## src/rtl/sercom_pkg.sv

```systemverilog
package sercom_pkg;

  localparam int BUS_W  = 8;
  localparam int ADDR_W = 3;

  localparam logic [ADDR_W-1:0] A_CTRL = 3'd0;
  localparam logic [ADDR_W-1:0] A_STAT = 3'd1;
  localparam logic [ADDR_W-1:0] A_TXD  = 3'd2;
  localparam logic [ADDR_W-1:0] A_RXD  = 3'd3;
  localparam logic [ADDR_W-1:0] A_DIV  = 3'd4;

  typedef enum logic [1:0] {
    PAR_NONE = 2'b00,
    PAR_EVEN = 2'b01,
    PAR_ODD  = 2'b10,
    PAR_OFF  = 2'b11
  } par_mode_e;

  typedef struct packed {
    logic      spare;
    logic      rx_ie;
    logic      tx_ie;
    logic      ext_clk;
    par_mode_e par;
    logic [1:0] len;
  } ctrl_t;

  typedef enum logic [2:0] {
    S_IDLE,
    S_START,
    S_DATA,
    S_PAR,
    S_STOP
  } line_state_e;

  function automatic logic par_on(input par_mode_e m);
    return (m == PAR_EVEN) || (m == PAR_ODD);
  endfunction

  function automatic logic par_bit(input logic [7:0] d, input logic [1:0] len,
                                   input par_mode_e m);
    logic [7:0] mask;
    mask = 8'hFF >> (2'd3 - len);
    return (^(d & mask)) ^ (m == PAR_ODD);
  endfunction

  function automatic logic [2:0] last_idx(input logic [1:0] len);
    return 3'd4 + {1'b0, len};
  endfunction

endpackage

```

## src/rtl/sercom_baud.sv

```systemverilog
module sercom_baud #(
  parameter int DIV_W       = 8,
  parameter int SYNC_STAGES = 2
) (
  input  logic             clk,
  input  logic             rst,
  input  logic             use_ext,
  input  logic [DIV_W-1:0] div,
  input  logic             ext_clk,
  output logic             tick
);

  logic [DIV_W-1:0]   cnt_q;
  logic [SYNC_STAGES:0] sync_q;

  always_ff @(posedge clk) begin
    if (rst) begin
      cnt_q  <= '0;
      sync_q <= '0;
      tick   <= 1'b0;
    end else begin
      sync_q <= {sync_q[SYNC_STAGES-1:0], ext_clk};
      if (use_ext) begin
        cnt_q <= '0;
        tick  <= sync_q[SYNC_STAGES-1] & ~sync_q[SYNC_STAGES];
      end else if (cnt_q >= div) begin
        cnt_q <= '0;
        tick  <= 1'b1;
      end else begin
        cnt_q <= cnt_q + 1'b1;
        tick  <= 1'b0;
      end
    end
  end

endmodule

```

## src/rtl/sercom_tx.sv

```systemverilog
module sercom_tx
  import sercom_pkg::*;
#(
  parameter int OVS = 16
) (
  input  logic       clk,
  input  logic       rst,
  input  logic       tick,
  input  logic       start,
  input  logic [7:0] data,
  input  logic [1:0] len,
  input  par_mode_e  par,
  output logic       line_o,
  output logic       idle
);

  localparam int OW = $clog2(OVS);
  localparam logic [OW-1:0] OV_LAST = OW'(OVS - 1);

  line_state_e st_q;
  logic [OW-1:0] ov_q;
  logic [2:0]    idx_q;
  logic [7:0]    sh_q;
  logic          pb_q;

  assign idle = (st_q == S_IDLE);

  always_ff @(posedge clk) begin
    if (rst) begin
      st_q   <= S_IDLE;
      line_o <= 1'b1;
      ov_q   <= '0;
      idx_q  <= '0;
      sh_q   <= '0;
      pb_q   <= 1'b0;
    end else if (st_q == S_IDLE) begin
      line_o <= 1'b1;
      if (start) begin
        st_q   <= S_START;
        line_o <= 1'b0;
        sh_q   <= data;
        pb_q   <= par_bit(data, len, par);
        ov_q   <= '0;
        idx_q  <= '0;
      end
    end else if (tick) begin
      if (ov_q != OV_LAST) begin
        ov_q <= ov_q + 1'b1;
      end else begin
        ov_q <= '0;
        case (st_q)
          S_START: begin
            st_q   <= S_DATA;
            line_o <= sh_q[0];
          end
          S_DATA: begin
            if (idx_q == last_idx(len)) begin
              if (par_on(par)) begin
                st_q   <= S_PAR;
                line_o <= pb_q;
              end else begin
                st_q   <= S_STOP;
                line_o <= 1'b1;
              end
            end else begin
              idx_q  <= idx_q + 1'b1;
              line_o <= sh_q[idx_q + 3'd1];
            end
          end
          S_PAR: begin
            st_q   <= S_STOP;
            line_o <= 1'b1;
          end
          default: begin
            st_q   <= S_IDLE;
            line_o <= 1'b1;
          end
        endcase
      end
    end
  end

endmodule

```

## src/rtl/sercom_rx.sv

```systemverilog
module sercom_rx
  import sercom_pkg::*;
#(
  parameter int OVS = 16
) (
  input  logic       clk,
  input  logic       rst,
  input  logic       tick,
  input  logic       line_i,
  input  logic [1:0] len,
  input  par_mode_e  par,
  output logic       done,
  output logic [7:0] word,
  output logic       perr,
  output logic       ferr
);

  localparam int OW = $clog2(OVS);
  localparam logic [OW-1:0] OV_LAST = OW'(OVS - 1);
  localparam logic [OW-1:0] OV_HALF = OW'(OVS / 2 - 1);

  logic [1:0]    sy_q;
  logic          rxs;
  line_state_e   st_q;
  logic [OW-1:0] ov_q;
  logic [2:0]    idx_q;
  logic [7:0]    sh_q;
  logic          pbit_q;

  assign rxs = sy_q[1];

  always_ff @(posedge clk) begin
    if (rst) begin
      sy_q   <= 2'b11;
      st_q   <= S_IDLE;
      ov_q   <= '0;
      idx_q  <= '0;
      sh_q   <= '0;
      pbit_q <= 1'b0;
      done   <= 1'b0;
      word   <= '0;
      perr   <= 1'b0;
      ferr   <= 1'b0;
    end else begin
      sy_q <= {sy_q[0], line_i};
      done <= 1'b0;
      if (tick) begin
        case (st_q)
          S_IDLE: begin
            if (!rxs) begin
              st_q <= S_START;
              ov_q <= '0;
            end
          end
          S_START: begin
            if (ov_q == OV_HALF) begin
              ov_q <= '0;
              if (!rxs) begin
                st_q  <= S_DATA;
                idx_q <= '0;
                sh_q  <= '0;
              end else begin
                st_q <= S_IDLE;
              end
            end else begin
              ov_q <= ov_q + 1'b1;
            end
          end
          S_DATA: begin
            if (ov_q == OV_LAST) begin
              ov_q        <= '0;
              sh_q[idx_q] <= rxs;
              if (idx_q == last_idx(len)) begin
                st_q <= par_on(par) ? S_PAR : S_STOP;
              end else begin
                idx_q <= idx_q + 1'b1;
              end
            end else begin
              ov_q <= ov_q + 1'b1;
            end
          end
          S_PAR: begin
            if (ov_q == OV_LAST) begin
              ov_q   <= '0;
              pbit_q <= rxs;
              st_q   <= S_STOP;
            end else begin
              ov_q <= ov_q + 1'b1;
            end
          end
          default: begin
            if (ov_q == OV_LAST) begin
              ov_q <= '0;
              st_q <= S_IDLE;
              done <= 1'b1;
              word <= sh_q;
              ferr <= ~rxs;
              perr <= par_on(par) && (pbit_q != par_bit(sh_q, len, par));
            end else begin
              ov_q <= ov_q + 1'b1;
            end
          end
        endcase
      end
    end
  end

endmodule

```

## src/rtl/sercom_ctrl.sv

```systemverilog
module sercom_ctrl
  import sercom_pkg::*;
#(
  parameter int             DIV_W   = 8,
  parameter int             OVS     = 16,
  parameter logic [DIV_W-1:0] DIV_RST = '0
) (
  input  logic              clk,
  input  logic              rst,
  input  logic              bus_sel,
  input  logic              bus_wr,
  input  logic              bus_rd,
  input  logic [ADDR_W-1:0] bus_addr,
  input  logic [BUS_W-1:0]  bus_wdata,
  output logic [BUS_W-1:0]  bus_rdata,
  output logic              ser_out,
  input  logic              ser_in,
  output logic              send_req,
  input  logic              send_ok,
  input  logic              tx_ext_clk,
  input  logic              rx_ext_clk,
  output logic              int_req
);

  localparam int NDIR = 2;

  ctrl_t            ctrl_q;
  logic [DIV_W-1:0] div_q;
  logic [7:0]       thr_q;
  logic             thr_full_q;
  logic             rx_rdy_q;
  logic             ovr_q;
  logic             int_q;
  logic [1:0]       ok_sync_q;
  logic             ok_s;

  logic wr_en, rd_en, wr_txd, rd_rxd, rd_stat;
  logic tx_idle, tx_start;
  logic rx_done, rx_perr, rx_ferr;
  logic [7:0] rx_word;
  logic [NDIR-1:0] ext_pins, ticks;
  logic [BUS_W-1:0] status;

  assign wr_en   = bus_sel & bus_wr;
  assign rd_en   = bus_sel & bus_rd;
  assign wr_txd  = wr_en & (bus_addr == A_TXD);
  assign rd_rxd  = rd_en & (bus_addr == A_RXD);
  assign rd_stat = rd_en & (bus_addr == A_STAT);
  assign ok_s    = ok_sync_q[1];
  assign tx_start = thr_full_q & ok_s & tx_idle;
  assign ext_pins = {rx_ext_clk, tx_ext_clk};

  for (genvar g = 0; g < NDIR; g++) begin : g_clkgen
    sercom_baud #(.DIV_W(DIV_W), .SYNC_STAGES(2)) u_gen (
      .clk     (clk),
      .rst     (rst),
      .use_ext (ctrl_q.ext_clk),
      .div     (div_q),
      .ext_clk (ext_pins[g]),
      .tick    (ticks[g])
    );
  end

  sercom_tx #(.OVS(OVS)) u_tx (
    .clk    (clk),
    .rst    (rst),
    .tick   (ticks[0]),
    .start  (tx_start),
    .data   (thr_q),
    .len    (ctrl_q.len),
    .par    (ctrl_q.par),
    .line_o (ser_out),
    .idle   (tx_idle)
  );

  sercom_rx #(.OVS(OVS)) u_rx (
    .clk    (clk),
    .rst    (rst),
    .tick   (ticks[1]),
    .line_i (ser_in),
    .len    (ctrl_q.len),
    .par    (ctrl_q.par),
    .done   (rx_done),
    .word   (rx_word),
    .perr   (rx_perr),
    .ferr   (rx_ferr)
  );

  assign status = {int_q, ok_s, thr_full_q, ovr_q, rx_ferr, rx_perr, ~thr_full_q, rx_rdy_q};
  assign send_req = thr_full_q;
  assign int_req  = int_q;

  always_ff @(posedge clk) begin
    if (rst) begin
      ctrl_q     <= '0;
      div_q      <= DIV_RST;
      thr_q      <= '0;
      thr_full_q <= 1'b0;
      rx_rdy_q   <= 1'b0;
      ovr_q      <= 1'b0;
      int_q      <= 1'b0;
      ok_sync_q  <= '0;
      bus_rdata  <= '0;
    end else begin
      ok_sync_q <= {ok_sync_q[0], send_ok};

      if (wr_en && bus_addr == A_CTRL) ctrl_q <= ctrl_t'(bus_wdata);
      if (wr_en && bus_addr == A_DIV)  div_q  <= bus_wdata[DIV_W-1:0];

      if (tx_start) thr_full_q <= 1'b0;
      if (wr_txd && !thr_full_q) begin
        thr_q      <= bus_wdata;
        thr_full_q <= 1'b1;
      end

      if (rd_stat) ovr_q <= 1'b0;
      if (rx_done) begin
        rx_rdy_q <= 1'b1;
        if (rx_rdy_q && !rd_rxd) ovr_q <= 1'b1;
      end else if (rd_rxd) begin
        rx_rdy_q <= 1'b0;
      end

      int_q <= (ctrl_q.rx_ie & rx_rdy_q) | (ctrl_q.tx_ie & ~thr_full_q);

      if (rd_en) begin
        case (bus_addr)
          A_CTRL:  bus_rdata <= ctrl_q;
          A_STAT:  bus_rdata <= status;
          A_TXD:   bus_rdata <= thr_q;
          A_RXD:   bus_rdata <= rx_word;
          A_DIV:   bus_rdata <= BUS_W'(div_q);
          default: bus_rdata <= '0;
        endcase
      end
    end
  end

endmodule

```

## config.mk

```make
export PLATFORM = sky130hd
export DESIGN_NAME = sercom_ctrl
export DESIGN_NICKNAME = d
export VERILOG_FILES = /design/src/rtl/sercom_pkg.sv /design/src/rtl/sercom_baud.sv /design/src/rtl/sercom_tx.sv /design/src/rtl/sercom_rx.sv /design/src/rtl/sercom_ctrl.sv
export SDC_FILE = /design/constraint.sdc
export NUM_CORES = 1
export LEC_CHECK = 0
export ABC_AREA = 1
export ABC_CLOCK_PERIOD_IN_PS = 1500
export BUFFER_PORTS_ARGS = -buffer_cell sky130_fd_sc_hd__clkbuf_2
export CORE_MARGIN = 5
export CORE_UTILIZATION = 57
export CTS_BUF_LIST = sky130_fd_sc_hd__clkbuf_4
export DETAILED_ROUTE_END_ITERATION = 10
export PLACE_DENSITY = 0.78
export RECOVER_POWER = 100
export SLEW_MARGIN = 30
export SYNTH_ARGS = -nofsm -noshare
export SYNTH_HDL_FRONTEND = slang
export SYNTH_SLANG_ARGS = --single-unit
```

## constraint.sdc

```tcl
create_clock -name clk -period 1.5 [get_ports clk]
set_input_delay 0.075 -clock clk [delete_from_list [all_inputs] [get_ports clk]]
set_output_delay 0.075 -clock clk [all_outputs]
set_load 0.02 [all_outputs]
```

Yosys cells after proc, flatten, opt, wreduce, memory -nomap -nowiden --
Index checks and enable logic that the tools add are counted.
Storage, ports and cells: logic and storage cells 199, output and inout bits 11, input bits 20, register bits 114
Operators by class: multiplexer cells 63, add/sub/neg operators 8, shift-type cells 1, equality and inequality tests 29, bitwise gates (word level) 22, order comparisons 5, reduce and logical (&&, ||, !) cells 35
Operators by type and width (count):
- 3-bit 2-to-1 mux | 22
- 8-bit one-hot mux with 5 select lines | 1
- 4-bit 2-to-1 mux | 7
- 8-bit 2-to-1 mux | 3
- 1-bit 2-to-1 mux | 20
- 3-bit by 2-bit == test with 1-bit output (second input constant) | 6
- 8-bit by 1-bit adder with 8-bit output (second input constant) | 2
- 8-bit bitwise AND | 2
- 8-bit >= comparator | 2
- 8-bit one-hot mux with 2 select lines | 1
- 8-bit XOR reduction | 2
- 3-bit one-hot mux with 4 select lines | 1
- 1-bit bitwise AND | 11
- 2-bit by 1-bit inequality test with 1-bit output (second input constant) | 5
- 2-bit inequality test (second input constant) | 5
- 5-bit AND reduction | 2
- 2-bit nonzero test | 5
- 3-bit by 1-bit == test with 1-bit output (second input constant) | 3
- 3-bit logical NOT | 3
- 3-bit one-hot mux with 3 select lines | 1
- 4-bit by 1-bit adder with 4-bit output (second input constant) | 2
- 8-bit bitwise mux | 1
- 3-bit by 4-bit less-than comparator with 1-bit output (second input constant) | 2
- 4-bit one-hot mux with 2 select lines | 1
- other kinds (34) | 53

Depth between registers and ports, before layout --
depth after elaboration 8, gate-level depth with buffers 12, gate-level depth less buffers 12

Modules after synthesis --
A second synthesis with hierarchy kept.
Unflattened totals: cells, all modules 926, area total of the unflattened synthesis 6468.7 um2
Modules (own cells, without submodules):
- sercom_rx | sequential area each 640.6 um2, cells an instance 274, times used 1, area each 1836.8 um2
- sercom_ctrl | sequential area each 760.7 um2, cells an instance 239, times used 1, area each 1781.7 um2
- sercom_baud | sequential area each 240.2 um2, cells an instance 104, times used 2, area each 762.0 um2
- sercom_tx | sequential area each 400.4 um2, cells an instance 205, times used 1, area each 1326.3 um2

Worst setup path before layout --
Ideal clock, no wire load.
path type register to register, start point register u_rx.ov_q[0], end point register u_rx.word[2], data arrival time 1305 ps, clock period less this slack 1424 ps, cell stages (with the launch flop) 10, library setup time 119 ps, path buffers 1, slack 76 ps, cell sequence dfxtp_1 -> ha_1 -> nand2_1 -> nor2_1 -> nand2_1 -> inv_1 -> nand2_1 -> buf_2 -> o21ai_0 -> a21oi_1
On the way: cells in the longest elaborated chain, start to end 2
RTL lines:
- from (decl) | RTL line sercom_rx.sv:25 | logic [OW-1:0] ov_q;
- from (signal assigned) | RTL line sercom_rx.sv:66 | ov_q <= ov_q + 1'b1;
- from (signal assigned) | RTL line sercom_rx.sv:79 | ov_q <= ov_q + 1'b1;
- from (signal assigned) | RTL line sercom_rx.sv:88 | ov_q <= ov_q + 1'b1;
- 4-bit == test | RTL line sercom_rx.sv:92 | if (ov_q == OV_LAST) begin
- 3-bit AND reduction (no source line)
- to (signal assigned) | RTL line sercom_rx.sv:96 | word <= sh_q;
- to (decl) | RTL line sercom_rx.sv:13 | output logic [7:0] word,
No other way between the ends. A chain may end at the register's enable or synchronous reset.

Worst setup path after layout --
start point register div_q[5], end point register g_clkgen[1].u_gen.cnt_q[0]
On the way: cells in the longest elaborated chain, start to end 2
RTL lines:
- from (decl) | RTL line sercom_ctrl.sv:28 | logic [DIV_W-1:0] div_q;
- from (signal assigned) | RTL line sercom_ctrl.sv:108 | if (wr_en && bus_addr == A_DIV) div_q <= bus_wdata[DIV_W-1:0];
- 8-bit >= comparator | RTL line sercom_baud.sv:26 | end else if (cnt_q >= div) begin
- 3-bit OR reduction (no source line)
- to (signal assigned) | RTL line sercom_baud.sv:30 | cnt_q <= cnt_q + 1'b1;
- to (decl) | RTL line sercom_baud.sv:13 | logic [DIV_W-1:0] cnt_q;
No other way between the ends.

==> load_flow_metrics.sql <==
INSERT INTO impl_metrics (metric_group, metric, value, unit) VALUES
('floorplanning', 'die_area', '12080', 'um^2'),
('power_and_ir_drop', 'pwr-share-clk', '26.0', '%'),
('setup_path', 'timing.critical_path.arrival', '1860', 'ps'),
('global_routing', 'met1_usage_in_global_routing', '30.59', '%'),
('logic_synthesis', 'synth_area_leader_cell', 'sky130_fd_sc_hd__dfxtp_1', ''),
('global_routing', 'grt_use_met3', '4.463', '%'),
('cts', 'worst_skew_pair.late_latency', '500', 'ps'),
('routing', 'drt-vias-per-instance', '5.483', ''),
('sta', 'minimum_period_implied_by_the_final_worst_setup_slack', '1470', 'ps'),
('power_and_ir_drop', 'power_frac_seq', '38.5', '%'),
('cts', 'clockRootBuffer', 'sky130_fd_sc_hd__clkbuf_4', ''),
('setup_path', 'critPathLaunchType', 'flip-flop', ''),
('status', 'outcome', 'finished, final reports clean', ''),
('cts', 'sink_count_of_the_clock_tree', '114', ''),
('place', 'preCtsSetupSlack', '-122.5', 'ps'),
('global_routing', 'grt.overflow.total', '0', ''),
('power_and_ir_drop', 'power.switching_fraction', '36.85', '%'),
('global_routing', 'global_route.peak_usage_layer', 'met2', ''),
('flow_run', 'drv_cap', '0', ''),
('final_layout', 'final_net_count', '927', ''),
('logic_synthesis', 'syn_nets', '842', ''),
('routing', 'total_routed_wirelength', '15120', 'um'),
('routing', 'detail_route.wl_per_cell', '14.68', 'um'),
('power_and_ir_drop', 'maximum_vdd_drop', '0.001120', 'V'),
('setup_path', 'critPathMaxFanout', '8', ''),
('place', 'placed_cell_area', '6108', 'um^2'),
('place', 'port-buffer-count', '30', ''),
('final_layout', 'reg_area', '2316', 'um^2'),
('logic_synthesis', 'synth_top_area_share', '40.12', '%'),
('routing', 'drt_pass1_iterations', '6', ''),
('cts', 'cts-htree-levels', '4', ''),
('sta', 'grt_setup_unrepaired', 'true', ''),
('final_layout', 'final_design_area_no_fill', '7022', 'um^2'),
('place', 'place.gp.congestion', '0.8870', ''),
('setup_path', 'critPathRequiredTime', '1890', 'ps'),
('setup_path', 'worst_setup_path_end_kind', 'flip-flop', ''),
('logic_synthesis', 'synth-edff-count', '0', ''),
('logic_synthesis', 'flip_flop_and_latch_count_after_synthesis', '114', ''),
('logic_synthesis', 'ys_seq_area_share', '40.12', '%'),
('min_path', 'hold_class', 'input pin to flip-flop', ''),
('power_and_ir_drop', 'power_per_cell_area', '1281', 'nW/um^2'),
('sta', 'max_slew_margin', '74.53', '%'),
('final_layout', 'synthToLayoutAreaGrowth', '23.45', '%'),
('floorplanning', 'floorplan.die.width', '109.9', 'um'),
('floorplanning', 'std_cell_rows', '36', ''),
('global_routing', 'grt_start_max_net_pins', '47', ''),
('cts', 'clk_pin_slew', '110', 'ps'),
('routing', 'detail_route.iter0.violations', '494', ''),
('cts', 'tritoncts', 'yes', ''),
('routing', 'drcViolationCount', '0', ''),
('sta', 'tightest_slew', '381.1', 'ps'),
('logic_synthesis', 'synth_cell_type_count', '36', ''),
('final_layout', 'multi_input_area', '3214', 'um^2'),
('floorplanning', 'core_region_area', '9774', 'um^2'),
('logic_synthesis', 'yosys-top-cells-area', 'sky130_fd_sc_hd__dfxtp_1, sky130_fd_sc_hd__nand2_1, sky130_fd_sc_hd__a21oi_1', ''),
('power_and_ir_drop', 'cell_internal_pwr', '0.005679', 'W'),
('global_routing', 'grt_use_met2', '42.63', '%'),
('sta', 'finalWorstSetupSlack', '29.58', 'ps'),
('routing', 'final_antenna_net_count', '0', ''),
('logic_synthesis', 'async_reset_ff_share', '0', '%'),
('sta', 'clock-skew-final', '21.73', 'ps'),
('global_routing', 'globalRouteTotalUtil', '25.06', '%'),
('floorplanning', 'io_pins', '31', ''),
('power_and_ir_drop', 'share_comb_of_total_power', '35.6', '%'),
('logic_synthesis', 'ys.flop_type', 'sky130_fd_sc_hd__dfxtp_1', ''),
('power_and_ir_drop', 'power.leakage', '2.856', 'nW'),
('cts', 'cts.path.max_buffers', '2', ''),
('min_path', 'hold_path_depth', '5', ''),
('setup_path', 'criticalPathCategory', 'flip-flop to flip-flop', ''),
('sta', 'final.setup.tns', '0', 'ps'),
('cts', 'cts_made_buffers', '17', '');
-- area by class of cell --
cell class	count	area share, %
multi-input combinational	565	45.78
timing repair buffer	89	9.408
clock buffer	20	2.138
clock inverter	12	1.996
inverter	97	5.328
sequential	114	32.98
tap	133	2.370
-- final timing paths --
kind	start	to	slack, ps
worst min register to register	g_clkgen[0].u_gen.sync_q[0]	g_clkgen[0].u_gen.sync_q[1]	410
worst min-delay path	bus_wr	ctrl_q[3]	80
worst max register to register	div_q[5]	g_clkgen[1].u_gen.cnt_q[0]	30
worst max-delay path	div_q[5]	g_clkgen[1].u_gen.cnt_q[0]	30
-- cell families after synthesis --
logic type	Yosys count	synth area share (%)
adders and majority gates	23	5.059
buffers and inverters	120	8.843
and+or+nand+nor	350	27.32
AOI/OAI and AO/OA	176	16.19
DFF	114	40.12
xor gates and xnor gates	16	2.464
-- Yosys cell counts (2+ instances only) --
master and instances:
sky130_fd_sc_hd__nand2_1 177, sky130_fd_sc_hd__dfxtp_1 114, sky130_fd_sc_hd__inv_1 86, sky130_fd_sc_hd__a21oi_1 85, sky130_fd_sc_hd__o21ai_0 72, sky130_fd_sc_hd__nor2_1 70
sky130_fd_sc_hd__nand3_1 55, sky130_fd_sc_hd__ha_1 23, sky130_fd_sc_hd__inv_2 10, sky130_fd_sc_hd__xnor2_1 10, sky130_fd_sc_hd__clkbuf_1 9, sky130_fd_sc_hd__nand4_1 9
sky130_fd_sc_hd__nor3_1 8, sky130_fd_sc_hd__buf_2 6, sky130_fd_sc_hd__xor2_1 6, sky130_fd_sc_hd__nor2_2 5, sky130_fd_sc_hd__buf_4 4, sky130_fd_sc_hd__buf_6 4
sky130_fd_sc_hd__nand2_2 4, sky130_fd_sc_hd__nand3b_1 4, sky130_fd_sc_hd__o211ai_1 4, sky130_fd_sc_hd__o21ai_2 4, sky130_fd_sc_hd__o22ai_1 4, sky130_fd_sc_hd__or2_1 4
sky130_fd_sc_hd__or2_2 4, sky130_fd_sc_hd__nand3_2 3, sky130_fd_sc_hd__o21a_1 3, sky130_fd_sc_hd__o21ai_1 3, sky130_fd_sc_hd__nor3_4 2
-- power by group through the flow --
stage | Clock (W) | Sequential [W] | Combinational, W
floorplan | 0 | 0.00345 | 0.00179
global placement | 0 | 0.00345 | 0.00238
detailed placement | 0 | 0.00347 | 0.00246
CTS | 0.00237 | 0.00342 | 0.00263
global route | 0.00251 | 0.00349 | 0.00353
finish | 0.00234 | 0.00346 | 0.00320
-- per-layer routing --
layer,wire length (um),vias up
met3,728,36
met2,7680,169
met5,0,-
met1,6345,2649
met4,366,0
li1,-,2793
-- what timing repair did --
item | 4_1_cts | 5_1_grt
pin swaps | 6 | 36
resized for setup | 20 | 85
buffers inserted | 5 | 11
cloned | 1 | 1
hold buffers | 14 | 0
setup endpoints to repair | 41 | 47
hold endpoints to repair | 38 | 0
-- critical path: stages, from the launching register on --
cell and delay (ps):
sky130_fd_sc_hd__dfxtp_2 370, sky130_fd_sc_hd__inv_4 50, sky130_fd_sc_hd__ha_4 260, sky130_fd_sc_hd__nand2_1 90, sky130_fd_sc_hd__nor2_2 140, sky130_fd_sc_hd__nand4_1 140, sky130_fd_sc_hd__nand4_1 120, sky130_fd_sc_hd__buf_6 140
sky130_fd_sc_hd__nor2_1 40
-- layout by cell type (no fill, tap or decap), types with 10 or more instances in the layout --
cell	count
sky130_fd_sc_hd__ha_4	11
sky130_fd_sc_hd__a21oi_1	78
sky130_fd_sc_hd__dfxtp_1	97
sky130_fd_sc_hd__clkbuf_2	30
sky130_fd_sc_hd__dfxtp_2	12
sky130_fd_sc_hd__o21ai_0	65
sky130_fd_sc_hd__ha_1	11
sky130_fd_sc_hd__clkbuf_4	20
sky130_fd_sc_hd__nand2_2	13
sky130_fd_sc_hd__dlygate4sd3_1	14
sky130_fd_sc_hd__inv_1	78
sky130_fd_sc_hd__inv_2	16
sky130_fd_sc_hd__nand2_1	166
sky130_fd_sc_hd__buf_4	37
sky130_fd_sc_hd__nor2_1	64
sky130_fd_sc_hd__nand3_1	52
sky130_fd_sc_hd__xnor2_1	10
-- stage by stage --
stage / hold slack, ps / total power, W / utilization [%] / instances
after floorplan: 157.5 / 0.005234 / - / 799
after detailed placement: 259.4 / 0.005927 / 62.49 / 968
after global placement: 258.2 / 0.005830 / 62.49 / 968
final: 78.12 / 0.008993 / 71.84 / 1030
after global routing: 57.34 / 0.009525 / 71.84 / 1030
after CTS: 29.74 / 0.008423 / 68.15 / 1020
-- state kept, by name, indices dropped and copies added (netlist names), 6 cells and up --
register               flops
g_clkgen.u_gen.cnt_q      16
bus_rdata                  8
ctrl_q                     8
div_q                      8
thr_q                      8
u_rx.sh_q                  8
u_rx.word                  8
u_tx.sh_q                  8
g_clkgen.u_gen.sync_q      6
(Power assumes the default switching activity.)
